File: src/rtl/trim_dco_pkg.sv
package trim_dco_pkg;
    localparam int ACC_W  = 48;
    localparam int OFS_W  = 40;
    localparam int LANE_W = 8;
    localparam int LANES  = OFS_W / LANE_W;

    typedef struct packed {
        logic [OFS_W-1:0] stage;
        logic [LANES-1:0] mask;
        logic [OFS_W-1:0] active;
    } ofs_st_t;

    typedef struct packed {
        logic             hold_prev;
        logic [OFS_W-1:0] hold_ofs;
    } sel_st_t;

    typedef struct packed {
        logic [ACC_W-1:0] acc;
        logic             wrap;
        logic             done;
    } acc_st_t;
endpackage

File: src/rtl/trim_dco_ofs_reg.sv
module trim_dco_ofs_reg
    import trim_dco_pkg::*;
#(
    parameter logic signed [OFS_W-1:0] LIMIT = 40'sd25895697857
) (
    input  logic             clk,
    input  logic             rst_n,
    input  logic             wr_en,
    input  logic [2:0]       wr_lane,
    input  logic [LANE_W-1:0] wr_byte,
    input  logic             commit,
    output logic [OFS_W-1:0] active
);
    localparam logic signed [OFS_W-1:0] NEG_LIMIT = -LIMIT;

    ofs_st_t st_d, st_q;
    logic signed [OFS_W-1:0] staged_s;

    always_comb begin
        st_d     = st_q;
        staged_s = st_q.stage;
        if (wr_en && (int'(wr_lane) < LANES)) begin
            st_d.stage[int'(wr_lane)*LANE_W +: LANE_W] = wr_byte;
            st_d.mask[wr_lane]                         = 1'b1;
        end
        if (commit && (&st_q.mask)) begin
            if (staged_s > LIMIT)           st_d.active = LIMIT;
            else if (staged_s < NEG_LIMIT)  st_d.active = NEG_LIMIT;
            else                            st_d.active = st_q.stage;
            st_d.mask = '0;
        end
    end

    always_ff @(posedge clk) begin
        if (!rst_n) st_q <= '0;
        else        st_q <= st_d;
    end

    assign active = st_q.active;

    // the active offset never leaves the clamp band
    a_r5_in_band: assert property (@(posedge clk) disable iff (!rst_n)
        ($signed(active) <= LIMIT) && ($signed(active) >= NEG_LIMIT));

    // the active offset only moves on a commit
    a_r3_commit_only: assert property (@(posedge clk) disable iff (!rst_n)
        !commit |=> $stable(active));
endmodule

File: src/rtl/trim_dco_src_sel.sv
module trim_dco_src_sel
    import trim_dco_pkg::*;
(
    input  logic             clk,
    input  logic             rst_n,
    input  logic             hold_mode,
    input  logic [OFS_W-1:0] active,
    output logic [OFS_W-1:0] ofs_sel
);
    sel_st_t st_d, st_q;
    logic    entering;

    always_comb begin
        st_d           = st_q;
        entering       = hold_mode && !st_q.hold_prev;
        st_d.hold_prev = hold_mode;
        if (entering) st_d.hold_ofs = active;
        if (!hold_mode)    ofs_sel = active;
        else if (entering) ofs_sel = active;
        else               ofs_sel = st_q.hold_ofs;
    end

    always_ff @(posedge clk) begin
        if (!rst_n) st_q <= '0;
        else        st_q <= st_d;
    end

    // while holdover is held the selected offset is frozen
    a_r9_hold_frozen: assert property (@(posedge clk) disable iff (!rst_n)
        hold_mode |=> (hold_mode -> $stable(ofs_sel)));
endmodule

File: src/rtl/trim_dco_acc.sv
module trim_dco_acc
    import trim_dco_pkg::*;
#(
    parameter logic [ACC_W-1:0] NOMINAL = 48'h0800_0000_0000
) (
    input  logic             clk,
    input  logic             rst_n,
    input  logic [OFS_W-1:0] ofs_sel,
    input  logic             snap_req,
    input  logic [ACC_W-1:0] snap_phase,
    output logic [ACC_W-1:0] acc,
    output logic             wrap,
    output logic             done
);
    localparam int PROD_W = ACC_W + OFS_W + 1;

    acc_st_t st_d, st_q;
    logic signed [PROD_W-1:0] prod;
    logic signed [PROD_W-1:0] scaled;
    logic [ACC_W-1:0]         inc;
    logic [ACC_W:0]           sum;

    always_comb begin
        prod   = $signed({1'b0, NOMINAL}) * $signed(ofs_sel);
        scaled = prod >>> ACC_W;
        inc    = NOMINAL + scaled[ACC_W-1:0];
        sum    = {1'b0, st_q.acc} + {1'b0, inc};
        st_d   = st_q;
        if (snap_req) begin
            st_d.acc  = snap_phase;
            st_d.wrap = 1'b0;
            st_d.done = 1'b1;
        end else begin
            st_d.acc  = sum[ACC_W-1:0];
            st_d.wrap = sum[ACC_W];
            st_d.done = 1'b0;
        end
    end

    always_ff @(posedge clk) begin
        if (!rst_n) st_q <= '0;
        else        st_q <= st_d;
    end

    assign acc  = st_q.acc;
    assign wrap = st_q.wrap;
    assign done = st_q.done;

    // a snap loads the requested phase and raises done
    a_r8_snap_load: assert property (@(posedge clk) disable iff (!rst_n)
        snap_req |=> (acc == $past(snap_phase)) && done && !wrap);

    // done is a single-cycle pulse for a single-cycle request
    a_r8_done_pulse: assert property (@(posedge clk) disable iff (!rst_n)
        !snap_req |=> !done);

    // without a snap, wrap flags exactly a drop in phase
    a_r7_wrap_on_drop: assert property (@(posedge clk) disable iff (!rst_n)
        !snap_req |=> (wrap == (acc < $past(acc))));
endmodule

File: src/rtl/trim_dco.sv
module trim_dco
    import trim_dco_pkg::*;
#(
    parameter logic [ACC_W-1:0]        NOMINAL = 48'h0800_0000_0000,
    parameter logic signed [OFS_W-1:0] LIMIT   = 40'sd25895697857
) (
    input  logic        clk,
    input  logic        rst_n,
    input  logic        wr_en,
    input  logic [2:0]  wr_lane,
    input  logic [7:0]  wr_byte,
    input  logic        commit,
    input  logic        hold_mode,
    input  logic        snap_req,
    input  logic [47:0] snap_phase,
    output logic        clk_out,
    output logic        wrap_pulse,
    output logic        snap_done,
    output logic [47:0] phase
);
    logic [OFS_W-1:0] ofs_active;
    logic [OFS_W-1:0] ofs_sel;

    trim_dco_ofs_reg #(.LIMIT(LIMIT)) u_ofs (
        .clk     (clk),
        .rst_n   (rst_n),
        .wr_en   (wr_en),
        .wr_lane (wr_lane),
        .wr_byte (wr_byte),
        .commit  (commit),
        .active  (ofs_active)
    );

    trim_dco_src_sel u_sel (
        .clk       (clk),
        .rst_n     (rst_n),
        .hold_mode (hold_mode),
        .active    (ofs_active),
        .ofs_sel   (ofs_sel)
    );

    trim_dco_acc #(.NOMINAL(NOMINAL)) u_acc (
        .clk        (clk),
        .rst_n      (rst_n),
        .ofs_sel    (ofs_sel),
        .snap_req   (snap_req),
        .snap_phase (snap_phase),
        .acc        (phase),
        .wrap       (wrap_pulse),
        .done       (snap_done)
    );

    assign clk_out = phase[ACC_W-1];

    // generated clock is the phase MSB
    a_r6_clk_msb: assert property (@(posedge clk) disable iff (!rst_n)
        clk_out == phase[47]);
endmodule

File: config.mk
export PLATFORM = sky130hd
export DESIGN_NAME = trim_dco
export DESIGN_NICKNAME = d
export VERILOG_FILES = /design/src/rtl/trim_dco_pkg.sv /design/src/rtl/trim_dco_ofs_reg.sv /design/src/rtl/trim_dco_src_sel.sv /design/src/rtl/trim_dco_acc.sv /design/src/rtl/trim_dco.sv
export SDC_FILE = /design/constraint.sdc
export NUM_CORES = 1
export LEC_CHECK = 0
export BUFFER_PORTS_ARGS = -buffer_cell sky130_fd_sc_hd__buf_4
export CAP_MARGIN = 15
export CELL_PAD_IN_SITES_DETAIL_PLACEMENT = 0
export CELL_PAD_IN_SITES_GLOBAL_PLACEMENT = 1
export CORE_MARGIN = 2
export CORE_UTILIZATION = 41
export CTS_BUF_LIST = sky130_fd_sc_hd__clkbuf_8
export DETAILED_ROUTE_END_ITERATION = 10
export GPL_ROUTABILITY_DRIVEN = 0
export PLACE_DENSITY = 0.9
export REMOVE_ABC_BUFFERS = 1
export SKIP_LAST_GASP = 1
export SLEW_MARGIN = 10
export SYNTH_ARGS = -nofsm -noshare
export SYNTH_HDL_FRONTEND = slang
export SYNTH_SLANG_ARGS = --single-unit
File: constraint.sdc
create_clock -name clk -period 3.75 [get_ports clk]
set_clock_uncertainty 0.05 [all_clocks]
set_input_delay 0.1875 -clock clk [delete_from_list [all_inputs] [get_ports clk]]
set_output_delay 0.1875 -clock clk [all_outputs]
set_load 0.1 [all_outputs]
==> metrics.md <==
| Metric | Value |
|---|---|
| Post-synth cell types | 63 |
| Post-Route WL | between 20 and 30 mm |
| Die height | around 150 um |
| Fmax | around 0.27 GHz |
| Total Power | 0.003806 W |
| DRC | 0 |
| Slowest cell on crit path | dlygate4sd3_1 |
| Prevailing post-synth register cell | dfxtp_1 |
| Number of I/O port buffers | between 100 and 150 |
| # IOs | ~120 |
| Critical path arrival | ~4.0 ns |
| Required @ worst endpoint | 4.07 ns |
| CP Cell Sequence | dlygate4sd3_1 > buf_4 > nand2_2 > buf_12 > mux2_2 > ha_1 > a21o_1 > a21oi_1 > o21ai_2 > a2111oi_4 > or4_4 > a21oi_2 > o31a_1 > or3_1 > a32o_1 |
| Clock sink count | 166 |
| Leakage | roughly 4.8 nW |
| Final min period | 3.656 ns |
| Synthesized area per cell | between 8 and 9 um2 |
| Cell depth of the worst flop-to-flop path | 13 |
| CTS max path bufs | 2 |
| First-pass GRT wire length | approximately 40 mm |
| Most common cell after layout, fill and taps aside | nand2_1 |
| Antenna-violating nets left | 0 |
| P&R area growth vs syn | 23.75% |
| Most frequent cells in the layout | nand2_1 (184), dfxtp_1 (166), buf_4 (133) |
| Clock slew at reported path FFs | 0.10 ns |
| CTS Buf Count | 17 |
| Reg2reg start | u_sel.st_q[40] |
| Synthesized area | just over 9000 um2 |
| Sequential-to-total area share from yosys stat | between 30% and 40% |
| Setup_tns | 0 ns |
| Setup Buffers After CTS | 0 |
| CP Max Fanout | 18 |
| Setup CP Type | input pin to flip-flop |
| Relative max-transition margin | between 30% and 40% |
| Overflow after GRT | 0 |
| Flip-flop and latch count after synthesis | roughly 170 |
| Drt pass-1 iters | 5 |
| Final hold vios | 0 |
| Core Region | 22430 um2 |
| Clk Latency, worst-skew pair | ~0.48 ns |
| CTS root buf | clkbuf_8 |
| Filler cells | about 2100 |
| Largest net degree at the start of global routing | 89 |
| Yosys warnings | 0 |
| Die ar. | 23860 um2 |
| TritonCTS clock tree | built |
| Crit path largest cell delay | about 0.53 ns |
| Routed vias | approximately 8600 |
| Row count | 55 |
| Vias/cell | 5.391 |
| Fraction of layout cells with a size suffix above 1 | between 10% and 20% |
| Origin of the worst setup path | hold_mode |
| Reg area | ~3300 um2 |
| H-tree Lvls | 4 |
| Crit end category | flip-flop |
| Ant diodes | 0 |
| R2r endpoint | u_acc.acc[37] |
| Worst-Margin Slew | slightly above 0.9 ns |
| Fin. max-slew vios | 0 |
| Status | complete, no violations |
| Tot GR Track Use | about a fifth |
| DP Wirelength | approximately 18 mm |
| Die W | approximately 150 um |
| Initial DRC count | 634 |
| Peak supply drop | between 0.15 and 0.2 mV |
| Share of the cycle needed by the critical path after routing | a little over nine tenths |
| Vias in the first global route | ~8000 |
| Routed length per placed instance | approximately 16 um |
| Post-synth EDFFs | 0 |
| RSZ-0062 raised after global routing | true |
| Register-to-register setup slack | around 0.13 ns |
| P per Cell Area | ~330 nW/um2 |
| Final net count | about 1400 |
| Async set-or-reset flop fraction in the synthesized netlist | 0% |
| Footprint of the multi-input gates | 5722 um2 |
| CP endpoint | u_acc.acc[37] |
| Critical path startpoint category | input pin |
| Cells after Synth | roughly 1100 |
| Starting Density | 41.38% |
| Hold Path Class | input pin to flip-flop |
| Max-cap violations | 0 |
| Final setup viols | 0 |
| Initial antenna violation count | 0 |
[metal layers]
metal | GRT usage (%) | vias up | wire (um)
li1 | - | 4351 | -
met4 | 4.497 | 0 | 274
met5 | 0 | - | 0
met2 | 34.03 | 181 | 11700
met1 | 28.39 | 4075 | 12160
met3 | 3.839 | 24 | 1091
[flip-flops by register name, indices dropped and copies added (netlist names)]
| name | flops |
|---|---|
| u_acc.acc | 48 |
| u_acc.done | 1 |
| u_acc.wrap | 1 |
| u_ofs.active | 35 |
| u_ofs.st_q | 5 |
| u_ofs.staged_s | 40 |
| u_sel.st_q | 36 |
[logic make-up after synthesis]
logic type	Yosys count	share of synthesized area, %
buffers and inverters	78	3.275
adder cells (fa/ha/maj)	50	6.820
XOR/XNOR	38	3.585
multiplexers	54	6.295
flip-flops	166	35.80
AO/OA/AOI/OAI	315	21.26
AND/OR/NAND/NOR	448	22.97
[timing repair]
| item | CTS | global route |
|---|---|---|
| resized for setup | 0 | 15 |
| hold buffers | 57 | 0 |
| setup endpoints to repair | 0 | 20 |
| endpoints found under the hold margin | 66 | 0 |
[cell usage after synthesis, drive strengths merged (5+ instances only)]
library cell  count  area share [%]
dfxtp           166              36
nand2           185             7.5
inv              21            0.85
clkbuf           49             2.0
xor2             20             1.9
mux2i            19             2.0
o21a              7            0.57
a21o             23             1.9
nand2b           14            0.94
o211ai            5            0.40
ha               49             6.6
nand4            19             1.3
nand3            21             1.1
a21boi           41             3.3
nor2             68             2.7
nor3             28             1.5
o21ai           102             5.5
o31ai             5            0.40
mux2             35             4.2
a31oi             9            0.67
nor4              6            0.40
and2             37             2.5
buf               8            0.44
a21oi            81             4.5
o21bai            5            0.40
xnor2            18             1.7
nor2b            51             3.4
[worst min-delay path by stage]
stage | startpoint | cells after the start | to | slack (ns)
global route | snap_phase[47] | 5 | u_acc.acc[47] | 0.04
global placement | snap_phase[36] | 3 | u_acc.acc[36] | 0.34
floorplan | snap_phase[39] | 2 | u_acc.acc[39] | 0.25
CTS | snap_phase[47] | 5 | u_acc.acc[47] | 0.01
detailed placement | snap_phase[39] | 3 | u_acc.acc[39] | 0.34
finish | snap_phase[47] | 5 | u_acc.acc[47] | 0.04
[where the power goes]
part / internal [W] / switching [W] / leakage, nW / total [W]
Clock: 0.000499 / 0.000795 / 0.197 / 0.00129
Sequential: 0.00180 / 0.0000325 / 1.35 / 0.00183
Combinational: 0.000228 / 0.000452 / 3.23 / 0.000680
[area by class of cell]
type,count,share of cell area (%)
clock buffers,17,2.037
multi-input cells,905,49.81
clock inverters,15,1.383
inverters,21,0.6862
repair buffers,192,14.05
flip-flops and latches,166,28.93
well taps,285,3.104
[metrics by stage]
step                util, %  setup WS, ns  area [um2]  std cells  hold WS (ns)
CTS                   50.81       0.02605       11400       1600       0.01489
global placement      46.51        0.1052       10440       1511        0.3360
global route          51.20      -0.06115       11490       1601       0.04305
detailed placement    46.51       0.07564       10440       1511        0.3370
floorplan                 -      -0.01249        9057       1092        0.2460
finish                51.20       0.09416       11490       1601       0.03570
[worst max-delay path, delay by kind of cell]
family / cells / cell delay (ns)
mux: 1 / 0.35
buf+inv: 3 / 0.86
simple gates: 3 / 0.68
compound gates: 7 / 1.51
fa+ha+maj: 1 / 0.34
Power figures use the tool's default switching activity.
